## config.mk

```make
export PLATFORM = sky130hd
export DESIGN_NAME = dual_thread_alloc
export DESIGN_NICKNAME = d
export VERILOG_FILES = /design/src/rtl/alloc_pkg.sv /design/src/rtl/ta_pool_slice.sv /design/src/rtl/ta_thread_arb.sv /design/src/rtl/dual_thread_alloc.sv
export SDC_FILE = /design/constraint.sdc
export NUM_CORES = 1
export LEC_CHECK = 0
export ABC_CLOCK_PERIOD_IN_PS = 6320
export BUFFER_PORTS_ARGS = -buffer_cell sky130_fd_sc_hd__buf_2
export CAP_MARGIN = 20
export CORE_UTILIZATION = 55
export CTS_CLUSTER_DIAMETER = 100
export DETAILED_ROUTE_END_ITERATION = 8
export GPL_ROUTABILITY_DRIVEN = 0
export PLACE_DENSITY = 0.75
export SYNTH_ARGS = -nofsm -noshare
export SYNTH_HDL_FRONTEND = slang
export SYNTH_SLANG_ARGS = --single-unit
```

## constraint.sdc

```tcl
create_clock -name clk_i -period 6.32 [get_ports clk_i]
set_clock_uncertainty 0.05 [all_clocks]
set_input_delay 0.632 -clock clk_i [delete_from_list [all_inputs] [get_ports clk_i]]
set_output_delay 0.632 -clock clk_i [all_outputs]
set_load 0.03 [all_outputs]
```

## src/rtl/alloc_pkg.sv

```systemverilog
package alloc_pkg;
  localparam int NUM_THREADS = 2;

  typedef enum logic [1:0] {
    KIND_OTHER = 2'd0,
    KIND_LOAD  = 2'd1,
    KIND_STORE = 2'd2,
    KIND_RSVD  = 2'd3
  } uop_kind_e;
endpackage

```

## src/rtl/ta_pool_slice.sv

```systemverilog
// One thread's half of one pool: occupancy plus ring position.
module ta_pool_slice #(
  parameter int CAP  = 63,
  parameter int IDXW = 7,
  parameter int BASE = 0
) (
  input  logic            clk_i,
  input  logic            rst_ni,
  input  logic            take_i,
  input  logic            give_i,
  output logic            room_o,
  output logic [IDXW-1:0] idx_o
);
  localparam int CW = $clog2(CAP + 1);
  localparam int TW = $clog2(CAP);

  logic [CW-1:0] cnt_q, cnt_d;
  logic [TW-1:0] tail_q, tail_d;
  logic          give_eff;

  assign give_eff = give_i && (cnt_q != '0);
  assign room_o   = cnt_q < CW'(CAP);
  assign idx_o    = IDXW'(BASE) + IDXW'(tail_q);

  always_comb begin
    cnt_d  = cnt_q + CW'(take_i) - CW'(give_eff);
    tail_d = tail_q;
    if (take_i) tail_d = (tail_q == TW'(CAP - 1)) ? '0 : tail_q + TW'(1);
  end

  always_ff @(posedge clk_i or negedge rst_ni) begin
    if (!rst_ni) begin
      cnt_q  <= '0;
      tail_q <= '0;
    end else begin
      cnt_q  <= cnt_d;
      tail_q <= tail_d;
    end
  end

  assert_cap_R2: assert property (@(posedge clk_i) disable iff (!rst_ni)
    cnt_q <= CW'(CAP));
  assert_take_room_R2: assert property (@(posedge clk_i) disable iff (!rst_ni)
    take_i |-> room_o);
  assert_net_R7: assert property (@(posedge clk_i) disable iff (!rst_ni)
    (take_i && give_i && cnt_q != '0) |=> cnt_q == $past(cnt_q));
  assert_empty_rel_R7: assert property (@(posedge clk_i) disable iff (!rst_ni)
    (!take_i && give_i && cnt_q == '0) |=> cnt_q == '0);
endmodule

```

## src/rtl/ta_thread_arb.sv

```systemverilog
// Two-way pick; the preference flips to the other thread after each grant.
module ta_thread_arb (
  input  logic       clk_i,
  input  logic       rst_ni,
  input  logic [1:0] elig_i,
  output logic [1:0] grant_o
);
  logic pref_q, pref_d;
  logic live_q;

  always_comb begin
    grant_o = elig_i;
    if (elig_i == 2'b11) grant_o = pref_q ? 2'b10 : 2'b01;
    pref_d = pref_q;
    if (grant_o[0]) pref_d = 1'b1;
    else if (grant_o[1]) pref_d = 1'b0;
  end

  always_ff @(posedge clk_i or negedge rst_ni) begin
    if (!rst_ni) begin
      pref_q <= 1'b0;
      live_q <= 1'b0;
    end else begin
      pref_q <= pref_d;
      live_q <= 1'b1;
    end
  end

  assert_one_grant_R5: assert property (@(posedge clk_i) disable iff (!rst_ni)
    $onehot0(grant_o));
  assert_grant_elig_R5: assert property (@(posedge clk_i) disable iff (!rst_ni)
    (grant_o & ~elig_i) == 2'b00);
  assert_alternate_R3: assert property (@(posedge clk_i) disable iff (!rst_ni)
    (live_q && elig_i == 2'b11 && $past(elig_i) == 2'b11) |-> grant_o != $past(grant_o));
endmodule

```

## src/rtl/dual_thread_alloc.sv

```systemverilog
module dual_thread_alloc
  import alloc_pkg::*;
#(
  parameter  int ROB_DEPTH = 126,
  parameter  int LDB_DEPTH = 48,
  parameter  int STB_DEPTH = 24,
  localparam int ROB_IW    = $clog2(ROB_DEPTH),
  localparam int LDB_IW    = $clog2(LDB_DEPTH),
  localparam int STB_IW    = $clog2(STB_DEPTH)
) (
  input  logic              clk_i,
  input  logic              rst_ni,
  input  logic [1:0]        uop_valid_i,
  input  logic [3:0]        uop_kind_i,
  output logic [1:0]        uop_ready_o,
  input  logic [1:0]        stall_i,
  input  logic [1:0]        halt_i,
  input  logic [1:0]        rob_rel_i,
  input  logic [1:0]        ldb_rel_i,
  input  logic [1:0]        stb_rel_i,
  output logic              alloc_valid_o,
  output logic              alloc_tid_o,
  output logic [ROB_IW-1:0] alloc_rob_idx_o,
  output logic              alloc_ldb_valid_o,
  output logic [LDB_IW-1:0] alloc_ldb_idx_o,
  output logic              alloc_stb_valid_o,
  output logic [STB_IW-1:0] alloc_stb_idx_o
);
  localparam int ROB_CAP = ROB_DEPTH / NUM_THREADS;
  localparam int LDB_CAP = LDB_DEPTH / NUM_THREADS;
  localparam int STB_CAP = STB_DEPTH / NUM_THREADS;

  logic [1:0] rob_room, ldb_room, stb_room;
  logic [1:0] need_ld, need_st, res_ok, elig, grant;
  logic [ROB_IW-1:0] rob_idx [NUM_THREADS];
  logic [LDB_IW-1:0] ldb_idx [NUM_THREADS];
  logic [STB_IW-1:0] stb_idx [NUM_THREADS];

  for (genvar t = 0; t < NUM_THREADS; t++) begin : g_thr
    uop_kind_e kind;
    assign kind       = uop_kind_e'(uop_kind_i[2*t +: 2]);
    assign need_ld[t] = (kind == KIND_LOAD);
    assign need_st[t] = (kind == KIND_STORE);
    assign res_ok[t]  = rob_room[t] && (!need_ld[t] || ldb_room[t])
                        && (!need_st[t] || stb_room[t]);
    assign elig[t]    = uop_valid_i[t] && !stall_i[t] && !halt_i[t] && res_ok[t];

    ta_pool_slice #(.CAP(ROB_CAP), .IDXW(ROB_IW), .BASE(t * ROB_CAP)) u_rob (
      .clk_i, .rst_ni, .take_i(grant[t]), .give_i(rob_rel_i[t]),
      .room_o(rob_room[t]), .idx_o(rob_idx[t]));
    ta_pool_slice #(.CAP(LDB_CAP), .IDXW(LDB_IW), .BASE(t * LDB_CAP)) u_ldb (
      .clk_i, .rst_ni, .take_i(grant[t] && need_ld[t]), .give_i(ldb_rel_i[t]),
      .room_o(ldb_room[t]), .idx_o(ldb_idx[t]));
    ta_pool_slice #(.CAP(STB_CAP), .IDXW(STB_IW), .BASE(t * STB_CAP)) u_stb (
      .clk_i, .rst_ni, .take_i(grant[t] && need_st[t]), .give_i(stb_rel_i[t]),
      .room_o(stb_room[t]), .idx_o(stb_idx[t]));

    assert_blocked_R4: assert property (@(posedge clk_i) disable iff (!rst_ni)
      (stall_i[t] || halt_i[t]) |-> !uop_ready_o[t]);
  end

  ta_thread_arb u_arb (.clk_i, .rst_ni, .elig_i(elig), .grant_o(grant));

  assign uop_ready_o       = grant;
  assign alloc_valid_o     = |grant;
  assign alloc_tid_o       = grant[1];
  assign alloc_rob_idx_o   = rob_idx[alloc_tid_o];
  assign alloc_ldb_valid_o = alloc_valid_o && need_ld[alloc_tid_o];
  assign alloc_ldb_idx_o   = ldb_idx[alloc_tid_o];
  assign alloc_stb_valid_o = alloc_valid_o && need_st[alloc_tid_o];
  assign alloc_stb_idx_o   = stb_idx[alloc_tid_o];

  assert_ready_valid_R5: assert property (@(posedge clk_i) disable iff (!rst_ni)
    (uop_ready_o & ~uop_valid_i) == 2'b00);
  assert_kind_excl_R1: assert property (@(posedge clk_i) disable iff (!rst_ni)
    !(alloc_ldb_valid_o && alloc_stb_valid_o));
  assert_idx_half_R6: assert property (@(posedge clk_i) disable iff (!rst_ni)
    alloc_valid_o |-> ((alloc_rob_idx_o >= ROB_IW'(ROB_CAP)) == alloc_tid_o));
endmodule

```

==> impl_results.md <==
- Run status: finished, final reports clean
- Die extent in x: 87.99 µm
- Final Instance Count excl. Fillers: roughly 560
- Overall fraction of global-route tracks in use: 22.04%
- Clock latency of the later-clocked register in the worst-skew pair: approximately 0.35 ns
- Number of placed instances, taps included: 545
- Area inside the core boundary: around 7000 µm²
- Number of enable flip-flop cells after synthesis: 0
- Setup Slack @ Placement: between 2 and 2.5 ns
- Maximum ir drop on the vdd rail: between 0.0002 and 0.00025 V
- Count of endpoints failing hold in the final timing report: 0
- Average detailed-routed wire length per instance: about 13 µm
- Final setup violation count: 0
- Setup TNS: 0 ns
- Number of distinct library cells after synthesis: 50
- Max clock buf depth: 2
- Relative slew margins: 47.45%
- Final ANT Viol Nets: 0
- Final critical delay including setup and external delays: 3.438 ns
- Setup repair after global routing missed its margin: false
- Number of iterations in the first detailed-routing pass: 4
- Worst reg2reg path endpoint: g_thr[1].u_rob.cnt_q[4]
- Commonest non-fill, non-tap cell in the layout: dfrtp_1
- Power, Total: slightly below 2 mW
- Mapped Area: just over 4000 µm²
- Worst Setup Start Kind: primary input
- Routed wire length: 7399 µm
- Floorplan row count: 30
- Critical setup path kind: in -> out
- Crit path required time: ~5.6 ns
- Number of clock sinks: 61
- Congestion Overflow GR: 0
- Dominant register cell in the synthesized netlist: dfrtp_1
- Number of nets at the end of the flow: ~540
- Clk pwr share: between 10% and 20%
- Maximum number of pins on one net before global-route repair: between 60 and 70
- Share of total power in combinational logic: approximately half
- Worst reg2reg setup slack: 3.10 ns
- Register bit count reported by yosys: 61
- Sequential share of power: 36.8%
- Total of warnings raised by yosys: 0
- Hold Slack: 0.3802 ns
- Post-cts gate resize count: 0
- CTS tree: done
- Switching fraction of total power: 43.11%
- Net switching power figure: 0.8546 mW
- Mean cell area of the mapped netlist: a little under 10 µm²
- End-of-flow core utilization: between 60% and 70%
- Growth of design area from synthesis to finish: 11.05%
- DPL Wire Length: about 5500 µm
- Asr flop ratio synth: 100.0%
- Num ports: between 40 and 50
- Worst Hold Class: in -> async
- Mapped Nets: 500
- Slowest library cell on the worst path: and4_1
- R2R Path Start: g_thr[0].u_rob.cnt_q[2]
- Post-detailed-placement cell area: approximately 4300 µm²
- Number of antenna repair diodes: 0
- Post-DR vias/cell: 5.413
- Count of pins over their slew limit: 0
- Die area: 7741 µm²
- Cell breakdown of the critical path: buf_2, nor3b_1, and4_1, o31ai_4, buf_8, inv_1, nand2_1, nand2_1, buf_2
- Count of maximum capacitance violations: 0
- Number of antenna violations at the first check in global routing: 0
- Delay of the slowest cell on the worst path: 0.55 ns
- Clk pin slew, worst setup/hold paths: around 0.07 ns
- Iter 0 DRT Violations: ~180
- Leakage power of the design: about 2.3 nW
- Setup crit end kind: output port
- Post-CTS Hold Fix Bufs: 0
- Length in cells of the worst reg-to-reg path: 12
- Proportion of layout cells with a drive suffix above 1: ~15%
- H-tree depth reported by CTS: 3
- Via count: a little over 3,000
- Max FO, Critical Path: 26
- Clock tree root driver cell: clkbuf_8
- Worst-margin pin slew: slightly below 0.8 ns
- Post-Synthesis Cells: between 400 and 500
- Die height: about 88 µm
- Worst setup slack after layout: 2.882 ns
- Clock buffers created by TritonCTS: 9
- Vias in the first global route: roughly 3,000
- Data arrival time at the worst-slack endpoint: roughly 2.8 ns
- Starting utilization of the core area: 58.24%
- Max Fclk: 0.2908 GHz
- Number of remaining DRC errors: 0
- Share of synthesized area occupied by flip-flops and latches: around 38%
- Commonest cells after routing, fill and taps aside: dfrtp_1, inv_1, ha_1
- Tcrit/Tclk final: between 50% and 60%
- Final non-filler cell area: around 4500 µm²
- IO Port Bufs: 41
- Wire length of the first global-routing pass: between 10,000 and 15,000 µm
- Post-CTS setup buffer count: 0
- Cell Int Power: 1.128 mW
- Areal power density over the cells: roughly 440 nW/µm²
-- Yosys cell counts, drive strengths merged, types with 2 or more instances --
library cell,instances,area (µm²)
or3,3,18.77
a41oi,4,35.03
nand3b,3,22.52
dfrtp,61,1526
nor2,17,63.81
nor3b,3,22.52
and3,6,37.54
a21boi,2,15.01
fa,6,120.1
nand2b,2,12.51
and2b,2,15.01
mux2,4,45.04
nor2b,4,25.02
a21oi,14,70.07
inv,59,221.5
clkbuf,6,22.52
ha,58,725.7
o311ai,2,32.53
nand3,9,45.04
xor2,15,131.4
nor3,2,10.01
o31ai,5,51.30
nand4,6,37.54
xnor2,9,78.83
a21o,9,67.56
nand2,43,161.4
o21bai,3,22.52
a31oi,2,12.51
o21ai,37,185.2
o41a,2,22.52
o41ai,2,17.52
buf,5,35.02
a2111oi,2,55.05
-- power groups by stage --
stage          Combinational, mW  Sequential (mW)  Clock (mW)
2_1_floorplan              0.803            0.677           0
3_3_place_gp               0.925            0.727           0
3_5_place_dp               0.968            0.735           0
4_1_cts                    0.977            0.730       0.305
5_1_grt                     1.12            0.756       0.324
6_report                   0.960            0.729       0.293
-- logic make-up after synthesis --
kind of cell               after synthesis  share of synthesized area, %
adders and majority gates               64                         20.80
DFF                                     61                         37.54
muxes                                    5                         1.354
AOI/OAI and AO/OA                       90                         15.88
xor gates and xnor gates                24                         5.169
buffers and inverters                   70                         6.861
and+or+nand+nor                        104                         12.40
-- per-layer routing --
| metal | track usage, % | part of all wire, % |
|---|---|---|
| met1 | 27.57 | 47 |
| met2 | 34.67 | 47 |
| met5 | 0 | 0 |
| met4 | 11.77 | 2.8 |
| met3 | 6.221 | 3.5 |
-- sequential cells by signal, summed over array words and instances, names as in the netlist --
signal / count
g_thr.u_rob.cnt_q: 12
g_thr.u_ldb.tail_q: 10
g_thr.u_ldb.cnt_q: 10
g_thr.u_rob.tail_q: 12
u_arb.pref_q: 1
g_thr.u_stb.tail_q: 8
g_thr.u_stb.cnt_q: 8
-- worst max-delay path by stage --
stage	start	depth (start not counted)	slack, ns	endpoint
finish	halt_i[1]	9	2.88	alloc_ldb_idx_o[0]
floorplan	uop_kind_i[2]	15	3.29	g_thr[0].u_ldb.cnt_q[4]
detailed placement	stall_i[0]	11	2.10	g_thr[1].u_rob.cnt_q[4]
global route	g_thr[1].u_rob.cnt_q[2]	9	2.63	alloc_ldb_idx_o[1]
global placement	stall_i[0]	11	2.21	g_thr[1].u_rob.cnt_q[4]
CTS	g_thr[0].u_rob.cnt_q[2]	8	2.35	alloc_ldb_idx_o[0]
-- critical path, delay by kind of cell --
family | cells | cell delay (ns)
and+or+nand+nor | 4 | 1.01
AOI/OAI and AO/OA | 1 | 0.21
buffers and inverters | 4 | 0.89
-- area by class of cell --
cell class / instances / area [µm²]
sequential: 61 / 1526
fill: 595 / 2466
clock buffer: 11 / 131.4
timing repair buffer: 43 / 227.7
tap: 96 / 120.1
multi-input combinational: 287 / 2261
inverter: 59 / 221.5
clock inverter: 5 / 27.53
Power figures use the tool's default switching activity.
